--- config.mk ---
export PLATFORM = sky130hd
export DESIGN_NAME = dat_xlate
export DESIGN_NICKNAME = d
export VERILOG_FILES = /design/src/rtl/dat_pkg.sv /design/src/rtl/dat_mode_sel.sv /design/src/rtl/dat_check.sv /design/src/rtl/dat_fault_regs.sv /design/src/rtl/dat_xlate.sv
export SDC_FILE = /design/constraint.sdc
export NUM_CORES = 1
export LEC_CHECK = 0
export BUFFER_PORTS_ARGS = -buffer_cell sky130_fd_sc_hd__buf_2
export CORE_MARGIN = 2
export CORE_UTILIZATION = 23
export CTS_CLUSTER_DIAMETER = 50
export CTS_CLUSTER_SIZE = 14
export DETAILED_ROUTE_END_ITERATION = 10
export HOLD_SLACK_MARGIN = 0.12
export PLACE_DENSITY = 0.42
export SETUP_SLACK_MARGIN = 0.02
export SYNTH_ARGS = -nofsm -noshare
export SYNTH_HDL_FRONTEND = slang
export SYNTH_SLANG_ARGS = --single-unit
--- constraint.sdc ---
create_clock -name clk -period 3.11 [get_ports clk]
set_input_delay 0.7775 -clock clk [delete_from_list [all_inputs] [get_ports clk]]
set_output_delay 0.7775 -clock clk [all_outputs]
set_load 0.03 [all_outputs]
--- src/rtl/dat_pkg.sv ---
package dat_pkg;
  localparam int VA_BITS = 64;
  localparam int N_FLAGS = 6;
  localparam int FLAG_WR    = 0;
  localparam int FLAG_ACV   = 1;
  localparam int FLAG_FONR  = 2;
  localparam int FLAG_FONW  = 3;
  localparam int FLAG_MISS  = 4;
  localparam int FLAG_BADVA = 5;
  localparam logic [1:0] MODE_KERNEL = 2'd0;

  typedef enum logic [2:0] {
    RES_OK        = 3'd0,
    RES_FAULT     = 3'd1,
    RES_ACV       = 3'd2,
    RES_MISS_PRI  = 3'd3,
    RES_MISS_NEST = 3'd4
  } res_e;

  // upper bits above the implemented width must copy the top implemented bit
  function automatic logic va_canonical(input logic [VA_BITS-1:0] va, input int impl_w);
    logic good;
    good = 1'b1;
    for (int i = 0; i < VA_BITS; i++)
      if (i >= impl_w && va[i] != va[impl_w-1]) good = 1'b0;
    return good;
  endfunction

  // page-table pointer: base OR page number times eight
  function automatic logic [VA_BITS-1:0] va_form(input logic [VA_BITS-1:0] base,
                                                 input logic [VA_BITS-1:0] va,
                                                 input int impl_w, input int shift);
    logic [VA_BITS-1:0] vpn;
    vpn = (va & ((64'd1 << impl_w) - 64'd1)) >> shift;
    return base | (vpn << 3);
  endfunction
endpackage

--- src/rtl/dat_mode_sel.sv ---
module dat_mode_sel
  import dat_pkg::*;
(
  input  logic       priv,
  input  logic       alt_req,
  input  logic [1:0] cur_mode,
  input  logic [1:0] alt_mode,
  output logic [1:0] eff_mode
);
  always_comb begin
    if (priv) eff_mode = alt_req ? alt_mode : MODE_KERNEL;
    else      eff_mode = cur_mode;
  end
endmodule

--- src/rtl/dat_check.sv ---
module dat_check
  import dat_pkg::*;
#(
  parameter int IMPL_VA_W  = 43,
  parameter int PA_W       = 41,
  parameter int PAGE_SHIFT = 13,
  localparam int PPN_W     = PA_W - PAGE_SHIFT
) (
  input  logic [VA_BITS-1:0] vaddr,
  input  logic               write,
  input  logic               pte,
  input  logic [1:0]         eff_mode,
  input  logic [1:0]         sp_en,
  input  logic               tlb_hit,
  input  logic [PPN_W-1:0]   tlb_ppn,
  input  logic [3:0]         tlb_rd_en,
  input  logic [3:0]         tlb_wr_en,
  input  logic               tlb_fonr,
  input  logic               tlb_fonw,
  output res_e               res,
  output logic [N_FLAGS-1:0] flags,
  output logic [PA_W-1:0]    paddr
);
  logic canon, sp_hit, perm, trap;

  always_comb begin
    canon  = va_canonical(vaddr, IMPL_VA_W);
    sp_hit = sp_en[1] && (vaddr[IMPL_VA_W-1 -: 2] == 2'b10);
    perm   = write ? tlb_wr_en[eff_mode] : tlb_rd_en[eff_mode];
    trap   = write ? tlb_fonw : tlb_fonr;
    res    = RES_OK;
    flags  = '0;
    flags[FLAG_WR] = write;
    paddr  = {tlb_ppn, vaddr[PAGE_SHIFT-1:0]};
    if (!canon) begin
      res = RES_FAULT;
      flags[FLAG_BADVA] = 1'b1;
      flags[FLAG_ACV]   = 1'b1;
    end else if (sp_hit) begin
      paddr = vaddr[PA_W-1:0];
      if (eff_mode != MODE_KERNEL) begin
        res = RES_ACV;
        flags[FLAG_ACV] = 1'b1;
      end
    end else if (!tlb_hit) begin
      res = pte ? RES_MISS_NEST : RES_MISS_PRI;
      flags[FLAG_MISS] = 1'b1;
    end else if (!perm) begin
      res = RES_ACV;
      flags[FLAG_ACV] = 1'b1;
      if (write) flags[FLAG_FONW] = tlb_fonw;
      else       flags[FLAG_FONR] = tlb_fonr;
    end else if (trap) begin
      res = RES_FAULT;
      if (write) flags[FLAG_FONW] = 1'b1;
      else       flags[FLAG_FONR] = 1'b1;
    end
  end

  // a miss result always carries the miss cause
  always_comb begin
    if (res == RES_MISS_PRI || res == RES_MISS_NEST)
      a_r5_miss_flag: assert (flags[FLAG_MISS]);
  end

  // a trap cause matches the access direction
  always_comb begin
    if (flags[FLAG_FONW]) a_r6_fonw_store: assert (write);
    if (flags[FLAG_FONR]) a_r7_fonr_load:  assert (!write);
  end
endmodule

--- src/rtl/dat_fault_regs.sv ---
module dat_fault_regs
  import dat_pkg::*;
#(
  parameter int STAT_W = 17
) (
  input  logic               clk,
  input  logic               rst_n,
  input  logic               fault_evt,
  input  logic               va_read,
  input  logic [VA_BITS-1:0] va_in,
  input  logic [STAT_W-1:0]  stat_in,
  input  logic [VA_BITS-1:0] fmt_in,
  output logic [VA_BITS-1:0] fault_va,
  output logic [STAT_W-1:0]  fault_stat,
  output logic [VA_BITS-1:0] fault_fmt,
  output logic               locked
);
  logic take;
  assign take = fault_evt && !locked;

  always_ff @(posedge clk) begin
    if (!rst_n) begin
      fault_va   <= '0;
      fault_stat <= '0;
      fault_fmt  <= '0;
      locked     <= 1'b0;
    end else begin
      if (take) begin
        fault_va   <= va_in;
        fault_stat <= stat_in;
        fault_fmt  <= fmt_in;
      end
      locked <= take ? 1'b1 : (va_read ? 1'b0 : locked);
    end
  end

  a_r10_hold_locked: assert property (@(posedge clk) disable iff (!rst_n)
    locked && fault_evt |=> $stable(fault_va) && $stable(fault_stat) && $stable(fault_fmt));
  a_r10_read_unlocks: assert property (@(posedge clk) disable iff (!rst_n)
    locked && va_read |=> !locked);
  a_r10_capture_locks: assert property (@(posedge clk) disable iff (!rst_n)
    fault_evt && !locked |=> locked && fault_va == $past(va_in));
endmodule

--- src/rtl/dat_xlate.sv ---
module dat_xlate
  import dat_pkg::*;
#(
  parameter int IMPL_VA_W  = 43,
  parameter int PA_W       = 41,
  parameter int PAGE_SHIFT = 13,
  parameter int OP_W       = 6,
  parameter int REG_W      = 5,
  localparam int PPN_W     = PA_W - PAGE_SHIFT,
  localparam int STAT_W    = OP_W + REG_W + N_FLAGS
) (
  input  logic               clk,
  input  logic               rst_n,
  input  logic               req_valid,
  input  logic [63:0]        req_vaddr,
  input  logic               req_write,
  input  logic               req_alt,
  input  logic               req_pte,
  input  logic [OP_W-1:0]    req_opcode,
  input  logic [REG_W-1:0]   req_rdst,
  input  logic               priv_mode,
  input  logic [1:0]         cur_mode,
  input  logic [1:0]         alt_mode,
  input  logic [1:0]         sp_enable,
  input  logic [63:0]        ptbr,
  input  logic               tlb_hit,
  input  logic [PPN_W-1:0]   tlb_ppn,
  input  logic [3:0]         tlb_rd_en,
  input  logic [3:0]         tlb_wr_en,
  input  logic               tlb_fonr,
  input  logic               tlb_fonw,
  input  logic               va_read,
  output logic               rsp_valid,
  output logic [2:0]         rsp_code,
  output logic [PA_W-1:0]    rsp_paddr,
  output logic [63:0]        fault_va,
  output logic [STAT_W-1:0]  fault_stat,
  output logic [63:0]        fault_fmt,
  output logic               fault_locked,
  output logic               ev_rd_hit,
  output logic               ev_rd_miss,
  output logic               ev_rd_viol,
  output logic               ev_wr_hit,
  output logic               ev_wr_miss,
  output logic               ev_wr_viol
);
  logic [1:0]         eff_mode;
  res_e               res;
  logic [N_FLAGS-1:0] flags;
  logic [PA_W-1:0]    paddr;
  logic               fault_evt, is_ok, is_miss;
  logic [STAT_W-1:0]  stat_word;
  logic [63:0]        fmt_word;

  dat_mode_sel u_mode (
    .priv(priv_mode), .alt_req(req_alt), .cur_mode(cur_mode),
    .alt_mode(alt_mode), .eff_mode(eff_mode)
  );

  dat_check #(.IMPL_VA_W(IMPL_VA_W), .PA_W(PA_W), .PAGE_SHIFT(PAGE_SHIFT)) u_check (
    .vaddr(req_vaddr), .write(req_write), .pte(req_pte), .eff_mode(eff_mode),
    .sp_en(sp_enable), .tlb_hit(tlb_hit), .tlb_ppn(tlb_ppn),
    .tlb_rd_en(tlb_rd_en), .tlb_wr_en(tlb_wr_en), .tlb_fonr(tlb_fonr),
    .tlb_fonw(tlb_fonw), .res(res), .flags(flags), .paddr(paddr)
  );

  assign is_ok     = (res == RES_OK);
  assign is_miss   = (res == RES_MISS_PRI) || (res == RES_MISS_NEST);
  assign fault_evt = req_valid && !is_ok;
  assign stat_word = {req_opcode, req_rdst, flags};
  assign fmt_word  = va_form(ptbr, req_vaddr, IMPL_VA_W, PAGE_SHIFT);

  dat_fault_regs #(.STAT_W(STAT_W)) u_fregs (
    .clk(clk), .rst_n(rst_n), .fault_evt(fault_evt), .va_read(va_read),
    .va_in(req_vaddr), .stat_in(stat_word), .fmt_in(fmt_word),
    .fault_va(fault_va), .fault_stat(fault_stat), .fault_fmt(fault_fmt),
    .locked(fault_locked)
  );

  always_ff @(posedge clk) begin
    if (!rst_n) begin
      rsp_valid  <= 1'b0;
      rsp_code   <= '0;
      rsp_paddr  <= '0;
      ev_rd_hit  <= 1'b0;
      ev_rd_miss <= 1'b0;
      ev_rd_viol <= 1'b0;
      ev_wr_hit  <= 1'b0;
      ev_wr_miss <= 1'b0;
      ev_wr_viol <= 1'b0;
    end else begin
      rsp_valid <= req_valid;
      if (req_valid) begin
        rsp_code  <= 3'(res);
        rsp_paddr <= paddr;
      end
      ev_rd_hit  <= req_valid && !req_write && is_ok;
      ev_rd_miss <= req_valid && !req_write && is_miss;
      ev_rd_viol <= req_valid && !req_write && !is_ok && !is_miss;
      ev_wr_hit  <= req_valid && req_write && is_ok;
      ev_wr_miss <= req_valid && req_write && is_miss;
      ev_wr_viol <= req_valid && req_write && !is_ok && !is_miss;
    end
  end

  a_r12_one_event: assert property (@(posedge clk) disable iff (!rst_n)
    rsp_valid |-> $countones({ev_rd_hit, ev_rd_miss, ev_rd_viol,
                              ev_wr_hit, ev_wr_miss, ev_wr_viol}) == 1);
  a_r13_no_event_idle: assert property (@(posedge clk) disable iff (!rst_n)
    !rsp_valid |-> !(ev_rd_hit || ev_rd_miss || ev_rd_viol || ev_wr_hit || ev_wr_miss || ev_wr_viol));
  a_r13_idle_stable: assert property (@(posedge clk) disable iff (!rst_n)
    !req_valid && !va_read |=> $stable(fault_va) && $stable(fault_locked));
  a_r13_response_follows: assert property (@(posedge clk) disable iff (!rst_n)
    req_valid |=> rsp_valid);
endmodule

==> impl_metrics.tcl, run 1 <==
set metrics [dict create \
    cts.sinks 197 \
    cts_resized 0 \
    endpoint_kind "flop" \
    cts_buffers 17 \
    rsz0062_at_grt "no" \
    start_util_pct 23.4 \
    irDropWorstVdd_mv 0.376 \
    cp.required_ps 3420 \
    wire_per_inst_um 16.0 \
    syn_nets 1086 \
    root_buffer "clkbuf_16" \
    dp_hpwl_mm 20.0 \
    nFillCells 3789 \
    drt_first_pass_iters 4 \
    track_usage_pct 14.6 \
    io_pins 389 \
    dpl-instance-area_um2 10500 \
    syn_inst 894 \
    multi_input_area_um2 3880 \
    synth_seq_cells 197 \
    synth_area_leader_cell "dfxtp_1" \
    place_congestion 0.755 \
    avgSynthCellArea_um2 9.10 \
    final-instance-count-excl-fill 1717 \
    crit_path_cell_trace "buf_2 > nand2_1 > mux2_2 > mux4_2 > a31oi_1 > a21oi_4 > buf_12 > mux2i_1" \
    drv_cap 0 \
    p_leak_nw 5.64 \
    clockBufferDepth 2 \
    worst_slack_ps 505 \
    synthTopCellsByCount "261 x nand2_1, 197 x dfxtp_1, 185 x mux2i_1" \
    cts_hold_buf 0 \
    fin_nets 1441 \
    wl_mm 27.4 \
    clkLatencyLatePin_ps 440 \
    layout-drive-gt1-share_pct 35.0 \
    postCtsSetupRepairBufs 0 \
    vias 7389 \
    grt_pass1_vias 7240 \
    fmax_mhz 384 \
    min_period_ps 2600 \
    ctsHtreeMaxLevel 4 \
    vias_per_cell 4.30 \
    cts_tree "built" \
    slowest_stage "mux4_2" \
    grt_max_degree 89 \
    setup_viol 0 \
    fin_tns_setup_ps 0 \
    die_h_um 192 \
    portBuffers 387 \
    drc 0 \
    ant_nets 0 \
    place_ws_ps 73.7 \
    grt_pass1_wl_mm 41.2 \
    hp-class "reg -> reg" \
    cp.arrival_ps 2910 \
    synthArstFlopShare_pct 0 \
    die_w_um 192 \
    power_density_nw_per_um2 597 \
    ys_warn_count 0 \
    ys_seq_area_share_pct 48.5 \
    register_area_um2 3940 \
    ys_types 35 \
    status "complete, no violations" \
    std_cell_rows 68 \
    fp.coreArea_um2 34700 \
    tightest_slew_ps 964 \
    synth.top_cell.area_share_pct 48.5 \
    dp.cells 1685 \
    timing.slew.headroom_pct 35.7 \
    overflow 0 \
    cp-start-kind "primary input" \
    final-hold-violation-count 0 \
    dr.first_iter.drc_count 216 \
    clkSlewWorstSetupHoldPaths_ps 70 \
    critPathKind "in -> reg" \
    syn_area_um2 8140 \
    fin_crit_sh_pct 83.8 \
    yosysMostFrequentCell "nand2_1" \
    synth_edf_count 0 \
    die_area_um2 36900 \
    synth.area.top_cells "dfxtp_1 48%, mux2i_1 23%, nand2_1 12%" \
    clock_skew_ps 10.6 \
    synthFlopType "dfxtp_1" \
    cp_max_fo 75 \
    syn_to_final_growth_pct 37.0 \
    maxSlewViolCount 0 \
    slowest_delay_ps 490 \
    antenna_found_initial 1 \
    fin_area_um2 11100 \
]
## placed cells by master, fill, tap and decap left out, types with 2 or more instances in the layout
cell type and n:
buf_2 385, nand2_1 261, dfxtp_1 197, mux2i_1 185, nor2_1 48, o21ai_0 33
a211oi_1 28, clkbuf_16 17, buf_4 11, nor3_1 9, a21oi_1 7, nor4_1 7
buf_12 6, and3_1 5, nand3_1 5, nand2b_1 5, nand4_1 5, nor2b_1 4
mux2_2 4, clkinv_2 4, a31oi_1 3, inv_1 3, bufinv_16 3, inv_6 3
nand3b_1 2, o2111ai_1 2, and2_1 2, clkinvlp_4 2, clkbuf_8 2
## power by group
part | internal, mW | switching, mW | total, mW
sequential | 2.75 | 0.102 | 2.85
combinational | 0.503 | 0.979 | 1.48
clock | 1.29 | 1.04 | 2.32
## cell type report
| type | instances | share of cell area [%] |
|---|---|---|
| multi-input combinational | 626 | 34.8 |
| antenna | 1 | 0.0225 |
| clock inverter | 12 | 1.36 |
| sequential | 197 | 35.4 |
| inverter | 4 | 0.135 |
| tap | 455 | 5.11 |
| timing repair buffer | 403 | 19.2 |
| clock buffer | 19 | 3.97 |
## state kept, by name (all words and copies together), names as in the netlist
name	count
u_fregs.locked	1
ev_wr_viol	1
rsp_paddr	41
rsp_code	3
u_fregs.fault_fmt	64
rsp_valid	1
ev_rd_miss	1
ev_rd_hit	1
ev_rd_viol	1
u_fregs.fault_va	64
ev_wr_miss	1
u_fregs.fault_stat	17
ev_wr_hit	1
## cells by family after synthesis
group                  synth area share (%)
muxes                                  23.7
buffers and inverters                  4.06
DFF                                    48.5
and+or+nand+nor                        17.7
AOI/OAI and AO/OA                      6.06
## through the flow
step / power [mW] / utilization [%] / hold WS, ps
global placement: 4.40 / 30.4 / 441
finish: 6.65 / 32.1 / 453
floorplan: 3.89 / - / 585
global route: 6.99 / 32.1 / 478
CTS: 6.79 / 32.1 / 457
detailed placement: 4.41 / 30.4 / 447
## metal layers
| metal | track usage [%] | up-vias | share of wire, % |
|---|---|---|---|
| met5 | 0 | - | 0 |
| met4 | 4.26 | 0 | 1.6 |
| met3 | 5.54 | 25 | 8.1 |
| met2 | 24.8 | 234 | 47 |
| met1 | 17.2 | 3396 | 43 |
| li1 | - | 3734 | - |
## worst max-delay path: cells and delay by family
family / cells / cell delay, ps
mux: 3 / 1030
compound gates: 2 / 520
simple gates: 1 / 90
buf+inv: 2 / 360
## final timing paths
check	startpoint	end	slack, ps	cells past startpoint
hold / removal	u_fregs.fault_va[58]	u_fregs.fault_va[58]	450	2
hold reg to reg	u_fregs.fault_va[58]	u_fregs.fault_va[58]	450	2
setup reg to reg	u_fregs.locked	u_fregs.fault_va[30]	1290	5
setup / recovery	req_alt	u_fregs.fault_va[30]	510	8
(Power assumes the default switching activity.)
==> run 2: changes to the inputs <==
--- a/config.mk
+++ b/config.mk
@@ -12,7 +12,7 @@
 export CTS_CLUSTER_SIZE = 14
 export DETAILED_ROUTE_END_ITERATION = 10
 export HOLD_SLACK_MARGIN = 0.12
-export PLACE_DENSITY = 0.42
+export PLACE_DENSITY = 0.43
 export SETUP_SLACK_MARGIN = 0.02
 export SYNTH_ARGS = -nofsm -noshare
 export SYNTH_HDL_FRONTEND = slang
==> constraint.sdc (replaced) <==
create_clock -name clk -period 2.15 [get_ports clk]
set_input_delay 0.5375 -clock clk [delete_from_list [all_inputs] [get_ports clk]]
set_output_delay 0.5375 -clock clk [all_outputs]
set_load 0.03 [all_outputs]
==> impl_metrics.tcl, run 2 (synthesis gave the netlist of run 1 again) <==
set metrics [dict create \
    status "complete, no violations" \
    fin_tns_setup_ps 0 \
    p_leak_nw 6.02 \
    layout-drive-gt1-share_pct 38.5 \
    regToRegSetupSlack_ps 580 \
    place_congestion 0.750 \
    io_pins 389 \
    wire_per_inst_um 15.7 \
    reg.largest.list "u_fregs.fault_fmt x64, u_fregs.fault_va x64, rsp_paddr x41" \
    dp.cells 1744 \
    root_buffer "clkbuf_16" \
    setup_viol 0 \
    crit_end "u_fregs.fault_va[57]" \
    dr.first_iter.drc_count 253 \
    std_cell_rows 68 \
    grt_pass1_vias 7379 \
    fmax_mhz 492 \
    drv_cap 0 \
    final_cell_mix "385 x buf_2, 260 x nand2_1, 197 x dfxtp_1" \
    ff2ff_path_depth 6 \
    overflow 0 \
    portBuffers 387 \
    combinationalPowerShare_pct 23.4 \
    fin_area_um2 11900 \
    multi_input_area_um2 3930 \
    cts_tree "built" \
    internal_power_mw 6.95 \
    grt_max_degree 78 \
    fin_nets 1500 \
    pwr-share-clk_pct 35.8 \
    clockBufferDepth 2 \
    tightest_slew_ps 444 \
    cts_buffers 17 \
    cp-startpoint "alt_mode[0]" \
    die_area_um2 36900 \
    vias_per_cell 4.28 \
    fp.coreArea_um2 34700 \
    dp_hpwl_mm 21.3 \
    die_h_um 192 \
    power_density_nw_per_um2 852 \
    regToRegEndpoint "u_fregs.fault_va[57]" \
    final-instance-count-excl-fill 1778 \
    place_ws_ps -404 \
    drt_first_pass_iters 4 \
    critPathKind "in -> reg" \
    power_mw 10.1 \
    endpoint_kind "flop" \
    cp.required_ps 2480 \
    nFillCells 3697 \
    syn_to_final_growth_pct 45.8 \
    timing.slew.headroom_pct 70.4 \
    p_sw_mw 3.16 \
    hp-class "in -> reg" \
    grt_pass1_wl_mm 41.7 \
    clkLatencyLatePin_ps 440 \
    cp.arrival_ps 2370 \
    dpl-instance-area_um2 11200 \
    pwr-share-seq_pct 40.8 \
    fin_crit_sh_pct 94.6 \
    worst_slack_ps 116 \
    track_usage_pct 14.7 \
    irDropWorstVdd_mv 0.544 \
    final_common_cell "buf_2" \
    cts_hold_buf 0 \
    ctsHtreeMaxLevel 4 \
    wl_mm 27.9 \
    switching_share_pct 31.2 \
    ant_nets 0 \
    antenna_found_initial 2 \
    vias 7618 \
    clock_skew_ps 6.50 \
    rsz0062_at_grt "no" \
    hold_slack_ps 334 \
    final-hold-violation-count 0 \
    drc 0 \
    maxSlewViolCount 0 \
    cp_max_fo 14 \
    timing.rr.start "u_fregs.locked" \
    utilization_pct 34.2 \
    cp-start-kind "primary input" \
    min_period_ps 2030 \
    die_w_um 192 \
    register_area_um2 3940 \
    start_util_pct 23.4 \
    clkSlewWorstSetupHoldPaths_ps 70 \
    cts.sinks 197 \
]
run 2: cell count changes in the layout (fill, tap and decap cells not counted), moves of 2 or more:
| cell | previous run | this run |
|---|---|---|
| bufinv_16 | 3 | 5 |
| buf_12 | 6 | 19 |
| mux2_4 | 0 | 2 |
| buf_4 | 11 | 57 |
| clkinv_4 | 0 | 4 |
| clkinv_2 | 4 | 2 |
run 2: worst max-delay path, cell delays in order:
cell	delay, ps
buf_2	140
nand2_8	70
mux2_4	290
mux4_2	530
a31oi_4	210
a21oi_4	100
buf_12	170
buf_12	170
mux2i_1	120
run 2: what timing repair did:
| item | CTS | global route |
|---|---|---|
| hold endpoints to repair | 0 | 0 |
| endpoints found under the setup margin | 0 | 1 |
| gates resized for setup | 0 | 2 |
| setup buffers | 0 | 0 |
run 2: layout make-up:
class | count | area share [%]
diodes | 2 | 0.0422
flip-flops and latches | 197 | 33.2
clock inverters | 15 | 1.92
clock buffers | 17 | 3.59
inverters | 4 | 0.127
well taps | 455 | 4.80
repair buffers | 462 | 23.2
multi-input cells | 626 | 33.1
run 2: power by group through the flow:
stage | logic, mW | clock network (mW) | registers (mW)
after detailed placement | 2.40 | 0 | 4.21
after global placement | 2.39 | 0 | 4.20
after global routing | 2.54 | 3.88 | 4.17
final | 2.37 | 3.62 | 4.13
after floorplan | 0.795 | 0 | 4.85
after CTS | 2.40 | 3.76 | 4.13
run 2: worst min-delay path by stage:
stage,from,endpoint,slack (ps),cells past startpoint
after global routing,ptbr[45],u_fregs.fault_fmt[45],310,3
final,ptbr[37],u_fregs.fault_fmt[37],330,3
after CTS,ptbr[37],u_fregs.fault_fmt[37],290,3
after global placement,u_fregs.fault_va[5],u_fregs.fault_va[5],440,2
after detailed placement,u_fregs.fault_fmt[14],u_fregs.fault_fmt[14],450,2
after floorplan,u_fregs.fault_va[20],u_fregs.fault_va[20],590,2
run 2: per-layer routing:
| layer | share of wire (%) | wire (um) | up-vias | global-route usage [%] |
|---|---|---|---|---|
| met1 | 41 | 11600 | 3506 | 16.9 |
| met2 | 49 | 13600 | 236 | 25.5 |
| met4 | 1.4 | 391 | 2 | 4.46 |
| met5 | 0.065 | 18 | - | 0 |
| met3 | 8.5 | 2360 | 28 | 5.50 |
| li1 | - | - | 3846 | - |
==> run 3: changes to the inputs <==
--- a/config.mk
+++ b/config.mk
@@ -5,7 +5,7 @@
 export SDC_FILE = /design/constraint.sdc
 export NUM_CORES = 1
 export LEC_CHECK = 0
-export BUFFER_PORTS_ARGS = -buffer_cell sky130_fd_sc_hd__buf_2
+export BUFFER_PORTS_ARGS = -buffer_cell sky130_fd_sc_hd__clkbuf_2
 export CORE_MARGIN = 2
 export CORE_UTILIZATION = 23
 export CTS_CLUSTER_DIAMETER = 50
==> impl_metrics.tcl, run 3 (synthesis gave the netlist of run 1 again) <==
set metrics [dict create \
    dr.first_iter.drc_count 196 \
    wl_mm 28.3 \
    portBuffers 387 \
    clockBufferDepth 2 \
    io_pins 389 \
    hold_slack_ps 314 \
    cp-start-kind "primary input" \
    grt_pass1_wl_mm 42.1 \
    status "complete, no violations" \
    final-instance-count-excl-fill 1790 \
    fin_nets 1513 \
    grt_pass1_vias 7628 \
    wire_per_inst_um 15.8 \
    cp_max_fo 29 \
    die_h_um 192 \
    fp.coreArea_um2 34700 \
    power_density_nw_per_um2 824 \
    reg.largest.list "u_fregs.fault_fmt x64, u_fregs.fault_va x64, rsp_paddr x41" \
    p_leak_nw 6.03 \
    std_cell_rows 68 \
    root_buffer "clkbuf_16" \
    drc 0 \
    fin_crit_sh_pct 99.0 \
    layout-drive-gt1-share_pct 39.3 \
    min_period_ps 2130 \
    clock_skew_ps 10.5 \
    hp-class "in -> reg" \
    final-hold-violation-count 0 \
    vias_per_cell 4.30 \
    final_common_cell "clkbuf_2" \
    critPathKind "in -> reg" \
    tightest_slew_ps 398 \
    die_area_um2 36900 \
    dp_hpwl_mm 21.6 \
    clkSlewWorstSetupHoldPaths_ps 80 \
    drt_first_pass_iters 4 \
    clkLatencyLatePin_ps 450 \
    timing.slew.headroom_pct 73.5 \
    vias 7703 \
    nFillCells 3695 \
    fin_area_um2 12000 \
    power_mw 9.87 \
    drv_cap 0 \
    final_cell_mix "383 x clkbuf_2, 260 x nand2_1, 197 x dfxtp_1" \
    die_w_um 192 \
    cts.sinks 197 \
    cts_tree "built" \
    maxSlewViolCount 0 \
    start_util_pct 23.4 \
    track_usage_pct 15.0 \
    grt_max_degree 78 \
    cts_hold_buf 0 \
    overflow 0 \
    endpoint_kind "flop" \
    fmax_mhz 470 \
    place_congestion 0.757 \
    cp.required_ps 2510 \
    ant_nets 0 \
    cp.arrival_ps 2490 \
    dpl-instance-area_um2 11300 \
    cts_buffers 17 \
    rsz0062_at_grt "yes" \
    ctsHtreeMaxLevel 4 \
    antenna_found_initial 2 \
    setup_viol 0 \
    syn_to_final_growth_pct 47.3 \
    dp.cells 1751 \
    irDropWorstVdd_mv 0.544 \
]
## run 3: worst paths after layout
check                                       startpoint                endpoint  slack [ps]  cells after the start
worst max-delay path                       alt_mode[0]   u_fregs.fault_stat[1]          20                      9
worst min-delay path                     req_opcode[3]  u_fregs.fault_stat[14]         310                      3
worst max register to register          u_fregs.locked   u_fregs.fault_fmt[63]         460                      6
worst min register to register  u_fregs.fault_stat[15]  u_fregs.fault_stat[15]         460                      2
## run 3: per-stage QoR
| step | TNS, ps | utilization, % | setup WS (ps) |
|---|---|---|---|
| 2_1_floorplan | -11670 | - | -119 |
| 3_3_place_gp | -57200 | 32.4 | -415 |
| 3_5_place_dp | -59140 | 32.4 | -431 |
| 4_1_cts | 0 | 34.2 | 61.2 |
| 5_1_grt | -47.5 | 34.5 | -15.6 |
| 6_report | 0 | 34.5 | 21.1 |
## run 3: layout make-up
type,count,area [um2],share of cell area [%]
clock inverters,14,166,1.39
repair buffers,475,2900,24.2
clock buffers,18,439,3.67
multi-input cells,626,3950,32.9
diodes,1,2.50,0.0209
flip-flops and latches,197,3940,32.9
inverters,4,15.0,0.125
well taps,455,569,4.75
## run 3: what timing repair did
action / in CTS / in global routing
gates resized for setup: 0 / 9
endpoints found under the hold margin: 0 / 0
setup buffers: 0 / 4
setup endpoints to repair: 0 / 132
## run 3: power breakdown
part,leakage (nW),internal (mW),switching (mW),total [mW]
Clock,0.282,1.78,1.57,3.35
Sequential,1.63,3.97,0.171,4.15
Combinational,4.12,0.906,1.47,2.37
Total,6.03,6.66,3.20,9.87
## run 3: routing by layer
metal | vias up | GRT usage, % | routed length, um
met5 | - | 0 | 13
met4 | 2 | 5.20 | 555
met3 | 30 | 5.48 | 2260
met2 | 237 | 25.4 | 13600
met1 | 3565 | 17.3 | 11900
li1 | 3869 | - | -
## run 3: critical path: stages
cell	delay [ps]
clkbuf_4	140
nand2_8	70
mux2_4	280
mux4_2	520
a31oi_4	230
a21oi_4	110
buf_4	150
buf_12	170
a221oi_2	250
